$ cat src/rtl/dtmf_pkg.sv
package dtmf_pkg;

    localparam int AVG_N      = 4;
    localparam int WIN_LO_PCT = 97;
    localparam int WIN_HI_PCT = 103;

    function automatic int tone_hz(input bit high_band, input int k);
        case ({high_band, k[1:0]})
            3'b000:  return 697;
            3'b001:  return 770;
            3'b010:  return 852;
            3'b011:  return 941;
            3'b100:  return 1209;
            3'b101:  return 1336;
            3'b110:  return 1477;
            default: return 1633;
        endcase
    endfunction

    function automatic int nominal_sum(input int clk_hz, input bit high_band, input int k);
        return (AVG_N * clk_hz) / tone_hz(high_band, k);
    endfunction

    function automatic int window_lo(input int clk_hz, input bit high_band, input int k);
        return (nominal_sum(clk_hz, high_band, k) * WIN_LO_PCT) / 100;
    endfunction

    function automatic int window_hi(input int clk_hz, input bit high_band, input int k);
        return (nominal_sum(clk_hz, high_band, k) * WIN_HI_PCT) / 100;
    endfunction

    function automatic logic [3:0] code_of(input logic [1:0] row, input logic [1:0] col);
        if (col == 2'd3)
            return (row == 2'd3) ? 4'd0 : 4'(13 + int'(row));
        if (row == 2'd3)
            return (col == 2'd0) ? 4'd11 : ((col == 2'd1) ? 4'd10 : 4'd12);
        return 4'(int'(row) * 3 + int'(col) + 1);
    endfunction

endpackage

$ cat src/rtl/dtmf_edge_detect.sv
module dtmf_edge_detect (
    input  logic clk,
    input  logic rst,
    input  logic sq_in,
    output logic rise
);

    typedef struct packed {
        logic s1;
        logic s2;
        logic prev;
    } edge_st_t;

    edge_st_t st_d, st_q;

    always_comb begin
        st_d.s1   = sq_in;
        st_d.s2   = st_q.s1;
        st_d.prev = st_q.s2;
    end

    always_ff @(posedge clk) begin
        if (rst) st_q <= '0;
        else     st_q <= st_d;
    end

    assign rise = st_q.s2 & ~st_q.prev;

    // a detected edge lasts one cycle
    p_rise_single_r6: assert property (@(posedge clk) disable iff (rst)
        rise |=> !rise);

endmodule

$ cat src/rtl/dtmf_group_meter.sv
module dtmf_group_meter
    import dtmf_pkg::*;
#(
    parameter int CLK_HZ     = 100000,
    parameter int PW         = 8,
    parameter bit HIGH_GROUP = 1'b0
) (
    input  logic       clk,
    input  logic       rst,
    input  logic       rise,
    output logic       valid,
    output logic [1:0] idx
);

    localparam int FW = $clog2(AVG_N + 1);
    localparam int SW = PW + $clog2(AVG_N);
    localparam logic [PW-1:0] CNT_MAX = '1;

    typedef struct packed {
        logic [PW-1:0]                cnt;
        logic [AVG_N-2:0][PW-1:0]     hist;
        logic [FW-1:0]                fill;
        logic                         valid;
        logic [1:0]                   idx;
    } meter_st_t;

    meter_st_t st_d, st_q;

    logic [SW-1:0] period_sum;
    logic [3:0]    hit;
    logic          saturated;

    assign saturated = (st_q.cnt == CNT_MAX);

    always_comb begin
        period_sum = SW'(st_q.cnt);
        for (int i = 0; i < AVG_N - 1; i++)
            period_sum = period_sum + SW'(st_q.hist[i]);
    end

    for (genvar k = 0; k < 4; k++) begin : g_window
        localparam int LO = window_lo(CLK_HZ, HIGH_GROUP, k);
        localparam int HI = window_hi(CLK_HZ, HIGH_GROUP, k);
        assign hit[k] = (period_sum >= SW'(LO)) && (period_sum <= SW'(HI));
    end

    always_comb begin
        logic [FW-1:0] fill_n;
        st_d   = st_q;
        fill_n = st_q.fill;
        if (rise) begin
            st_d.cnt = PW'(1);
            if (saturated) begin
                st_d.fill  = '0;
                st_d.valid = 1'b0;
            end else begin
                for (int i = AVG_N - 2; i > 0; i--)
                    st_d.hist[i] = st_q.hist[i-1];
                st_d.hist[0] = st_q.cnt;
                if (st_q.fill != FW'(AVG_N))
                    fill_n = st_q.fill + FW'(1);
                st_d.fill  = fill_n;
                st_d.valid = (fill_n == FW'(AVG_N)) && (|hit);
                for (int k = 3; k >= 0; k--)
                    if (hit[k]) st_d.idx = 2'(k);
            end
        end else if (saturated) begin
            st_d.fill  = '0;
            st_d.valid = 1'b0;
        end else begin
            st_d.cnt = st_q.cnt + PW'(1);
        end
    end

    always_ff @(posedge clk) begin
        if (rst) begin
            st_q       <= '0;
            st_q.cnt   <= CNT_MAX;
        end else begin
            st_q <= st_d;
        end
    end

    assign valid = st_q.valid;
    assign idx   = st_q.idx;

    p_valid_needs_full_r3: assert property (@(posedge clk) disable iff (rst)
        valid |-> (st_q.fill == FW'(AVG_N)));

    p_no_overflow_r4: assert property (@(posedge clk) disable iff (rst)
        (saturated && !rise) |=> (!valid && st_q.fill == '0));

    p_hold_between_edges_r2: assert property (@(posedge clk) disable iff (rst)
        (!rise && !saturated) |=> ($stable(valid) && $stable(idx)));

endmodule

$ cat src/rtl/dtmf_count_decoder.sv
module dtmf_count_decoder
    import dtmf_pkg::*;
#(
    parameter int CLK_HZ = 100000,
    parameter int PW     = 8
) (
    input  logic       clk,
    input  logic       rst,
    input  logic       low_tone,
    input  logic       high_tone,
    output logic       early_steer,
    output logic [3:0] digit_code
);

    typedef struct packed {
        logic       steer;
        logic [3:0] code;
    } top_st_t;

    top_st_t st_d, st_q;

    logic       lo_rise, hi_rise;
    logic       lo_valid, hi_valid;
    logic [1:0] lo_idx, hi_idx;

    dtmf_edge_detect u_lo_edge (.clk(clk), .rst(rst), .sq_in(low_tone),  .rise(lo_rise));
    dtmf_edge_detect u_hi_edge (.clk(clk), .rst(rst), .sq_in(high_tone), .rise(hi_rise));

    dtmf_group_meter #(.CLK_HZ(CLK_HZ), .PW(PW), .HIGH_GROUP(1'b0)) u_lo_meter (
        .clk(clk), .rst(rst), .rise(lo_rise), .valid(lo_valid), .idx(lo_idx));

    dtmf_group_meter #(.CLK_HZ(CLK_HZ), .PW(PW), .HIGH_GROUP(1'b1)) u_hi_meter (
        .clk(clk), .rst(rst), .rise(hi_rise), .valid(hi_valid), .idx(hi_idx));

    always_comb begin
        st_d.steer = lo_valid & hi_valid;
        st_d.code  = code_of(lo_idx, hi_idx);
    end

    always_ff @(posedge clk) begin
        if (rst) st_q <= '0;
        else     st_q <= st_d;
    end

    assign early_steer = st_q.steer;
    assign digit_code  = st_q.code;

    p_steer_needs_both_r1: assert property (@(posedge clk) disable iff (rst)
        early_steer |-> $past(lo_valid && hi_valid));

    p_steer_drops_r7: assert property (@(posedge clk) disable iff (rst)
        !(lo_valid && hi_valid) |=> !early_steer);

endmodule

$ cat config.mk
export PLATFORM = sky130hd
export DESIGN_NAME = dtmf_count_decoder
export DESIGN_NICKNAME = d
export VERILOG_FILES = /design/src/rtl/dtmf_pkg.sv /design/src/rtl/dtmf_edge_detect.sv /design/src/rtl/dtmf_group_meter.sv /design/src/rtl/dtmf_count_decoder.sv
export SDC_FILE = /design/constraint.sdc
export NUM_CORES = 1
export LEC_CHECK = 0
export ABC_AREA = 1
export BUFFER_PORTS_ARGS = -buffer_cell sky130_fd_sc_hd__buf_4
export CAP_MARGIN = 30
export CELL_PAD_IN_SITES_DETAIL_PLACEMENT = 1
export CELL_PAD_IN_SITES_GLOBAL_PLACEMENT = 2
export CORE_UTILIZATION = 37
export DETAILED_ROUTE_END_ITERATION = 7
export PLACE_DENSITY = 0.93
export SYNTH_ARGS = -nofsm -noshare
export SYNTH_HDL_FRONTEND = slang
export SYNTH_SLANG_ARGS = --single-unit
$ cat constraint.sdc
create_clock -name clk -period 4.4 [get_ports clk]
set_clock_uncertainty 0.2 [all_clocks]
set_input_delay 0.22 -clock clk [delete_from_list [all_inputs] [get_ports clk]]
set_output_delay 0.22 -clock clk [all_outputs]
set_load 0.01 [all_outputs]
==> results_dict.tcl <==
set metrics [dict create \
    grt_pass1_wl_um 24400 \
    status "complete, no violations" \
    cts_root_buffer "clkbuf_16" \
    final_util_pct 42.9 \
    start_kind "flip-flop" \
    area_growth_pct 13.8 \
    clock.fmax_ghz 0.242 \
    fp.dieH_um 129 \
    critPathLaunch "u_hi_meter.st_q[8]" \
    viasPerCell 4.78 \
    insertion_delay_ns 0.34 \
    drtIter0Drc 198 \
    reg2reg_from "u_hi_meter.st_q[8]" \
    clkTransAtPathRegs_ns 0.07 \
    cp-endpoint "u_hi_meter.idx[0]" \
    synthCells 854 \
    synth_edf_count 0 \
    dp.cells 1066 \
    drive_gt1_share_pct 13.2 \
    pin_count 9 \
    final_common_cell "inv_1" \
    critical_path.max_stage_delay_ns 0.46 \
    crit_path_frequent_cell "nand2_1" \
    ys_ff_latch 87 \
    crit_path_end_kind "flip-flop" \
    io_buffer_count 8 \
    final_cell_mix "170 x inv_1, 141 x nand2_1, 82 x dfxtp_1" \
    setup_viol 0 \
    grt_pass1_vias 5335 \
    ff2ff_path_depth 28 \
    overflow 0 \
    seqCellArea_sq_um 1750 \
    drc 0 \
    core_area_sq_um 15800 \
    grtUsageTotal_pct 18.3 \
    grt_max_degree 35 \
    synthDistinctLibCells 37 \
    start_util_pct 37.7 \
    firstDrtPassIters 4 \
    critical_path_arrival_ns 4.17 \
    multi_input_area_sq_um 3600 \
    crit_required_ns 4.44 \
    final_max_slew_viol_count 0 \
    place_area_sq_um 6260 \
    diodes 0 \
    fin_crit_sh_pct 93.8 \
    core.rowCount 46 \
    cts_tree "done" \
    ys_seq_area_share_pct 29.2 \
    via_count 5194 \
    place_hpwl_um 10600 \
    hold_class "primary input to flip-flop" \
    maxCapViolCount 0 \
    layoutNonFillerInstCount 1087 \
    critPathKind "flip-flop to flip-flop" \
    async_flop_share_pct 0 \
    cp_max_fo 7 \
    gp_congestion 0.774 \
    post-route-cell-area_sq_um 6790 \
    crit_slowest_cell "fa_1" \
    relSlewSlack_pct 41.6 \
    fill_cells 2010 \
    final_antenna_net_count 0 \
    period_minus_slack_ns 4.13 \
    syn-mean-instance-area_sq_um 6.99 \
    synth-warning-count 0 \
    cts-htree-levels 3 \
    wl_um 14100 \
    antenna_found_initial 0 \
    cts.sinks 87 \
    tightest_slew_ns 0.871 \
    post_drt_wl_per_cell_um 12.9 \
    die_width_um 129 \
    numCtsBuffers 9 \
    nets 934 \
    synth_fp_nets 922 \
    regToRegEndpoint "u_hi_meter.idx[0]" \
    r2r_slack_ns 0.27 \
    hold_viol 0 \
    dieArea_sq_um 16600 \
    holdWs_ns 0.0281 \
    synth_area_sq_um 5970 \
    clockBufferDepth 2 \
    synth_ff_type "dfxtp_1" \
]
## what timing repair did
item	CTS	global route
setup buffers	0	3
hold buffers	2	0
pin swaps	0	23
setup endpoints to repair	4	6
gates cloned	0	0
resized for setup	4	45
hold endpoints to repair	2	0
## Yosys cell counts, types with 3 or more instances
master | number | share of area [%]
a21oi_1 | 84 | 7.0
a21oi_2 | 3 | 0.44
buf_2 | 7 | 0.59
clkbuf_1 | 9 | 0.57
dfxtp_1 | 87 | 29
fa_1 | 22 | 7.4
ha_1 | 42 | 8.8
inv_1 | 173 | 11
inv_2 | 7 | 0.44
nand2_1 | 146 | 9.2
nand2_2 | 11 | 1.2
nand3_1 | 53 | 4.4
nand3_2 | 4 | 0.67
nand3b_1 | 3 | 0.38
nand4_1 | 5 | 0.52
nor2_1 | 55 | 3.5
nor2_2 | 9 | 0.94
nor2_4 | 3 | 0.57
nor3_1 | 12 | 1.0
o211ai_1 | 3 | 0.38
o21ai_0 | 70 | 5.9
o21bai_1 | 4 | 0.50
o31ai_1 | 5 | 0.63
xnor2_1 | 6 | 0.88
xor2_1 | 14 | 2.1
## worst min-delay path by stage
| stage | depth (start not counted) | start | slack, ns | to |
|---|---|---|---|---|
| after floorplan | 2 | high_tone | 0.13 | u_hi_edge.st_d[1] |
| after global placement | 2 | u_lo_edge.st_d[1] | 0.19 | u_lo_edge.st_d[0] |
| after detailed placement | 2 | u_lo_edge.st_d[1] | 0.20 | u_lo_edge.st_d[0] |
| after CTS | 2 | rst | 0.02 | u_hi_edge.st_d[1] |
| after global routing | 2 | rst | 0.04 | u_lo_edge.st_d[1] |
| final | 2 | rst | 0.03 | u_lo_edge.st_d[1] |
## worst max-delay path, delay by kind of cell (launching register included)
family | cells | cell delay (ns)
buffers and inverters | 2 | 0.14
adders and majority gates | 3 | 1.03
DFF | 1 | 0.34
AOI/OAI and AO/OA | 6 | 0.79
and+or+nand+nor | 16 | 1.26
xor gates and xnor gates | 1 | 0.25
## layer usage
| metal | wire (um) | up-vias | share of wire (%) | global-route usage (%) |
|---|---|---|---|---|
| met5 | 0 | - | 0 | 0 |
| met4 | 129 | 0 | 0.92 | 4.36 |
| met3 | 203 | 13 | 1.4 | 2.99 |
| met2 | 6460 | 24 | 46 | 30.5 |
| met1 | 7280 | 2427 | 52 | 24.6 |
| li1 | - | 2730 | - | - |
## state kept, by name, indices dropped and copies added, names as in the netlist
| signal | cells |
|---|---|
| digit_code | 4 |
| early_steer | 1 |
| u_hi_edge.st_d | 2 |
| u_hi_edge.st_q | 1 |
| u_hi_meter.idx | 2 |
| u_hi_meter.st_q | 35 |
| u_hi_meter.valid | 1 |
| u_lo_edge.st_d | 2 |
| u_lo_edge.st_q | 1 |
| u_lo_meter.idx | 2 |
| u_lo_meter.st_q | 35 |
| u_lo_meter.valid | 1 |
## stage by stage
stage          setup WS (ns)  setup TNS (ns)
3_3_place_gp         -0.0252         -0.0252
4_1_cts               0.0212               0
6_report               0.272               0
5_1_grt              -0.0324         -0.0592
3_5_place_dp          -0.105          -0.272
2_1_floorplan          0.427               0
## layout make-up
| type | instances | share of cell area, % |
|---|---|---|
| inverter | 180 | 9.95 |
| clock inverter | 5 | 1.20 |
| sequential | 87 | 25.8 |
| clock buffer | 11 | 3.57 |
| timing repair buffer | 21 | 2.40 |
| tap | 216 | 3.98 |
| multi-input combinational | 567 | 53.1 |
## kinds of logic after synthesis
kind of cell    after synthesis  synth area share, %
simple gates                305                 22.8
flops                        87                 29.2
compound gates              178                 15.9
buf+inv                     200                 13.0
xor+xnor                     20                 2.94
fa+ha+maj                    64                 16.2
Power is left out: the tool's default activity adds up to more than one toggle a clock period on the data nets, which glitch-free logic cannot reach.
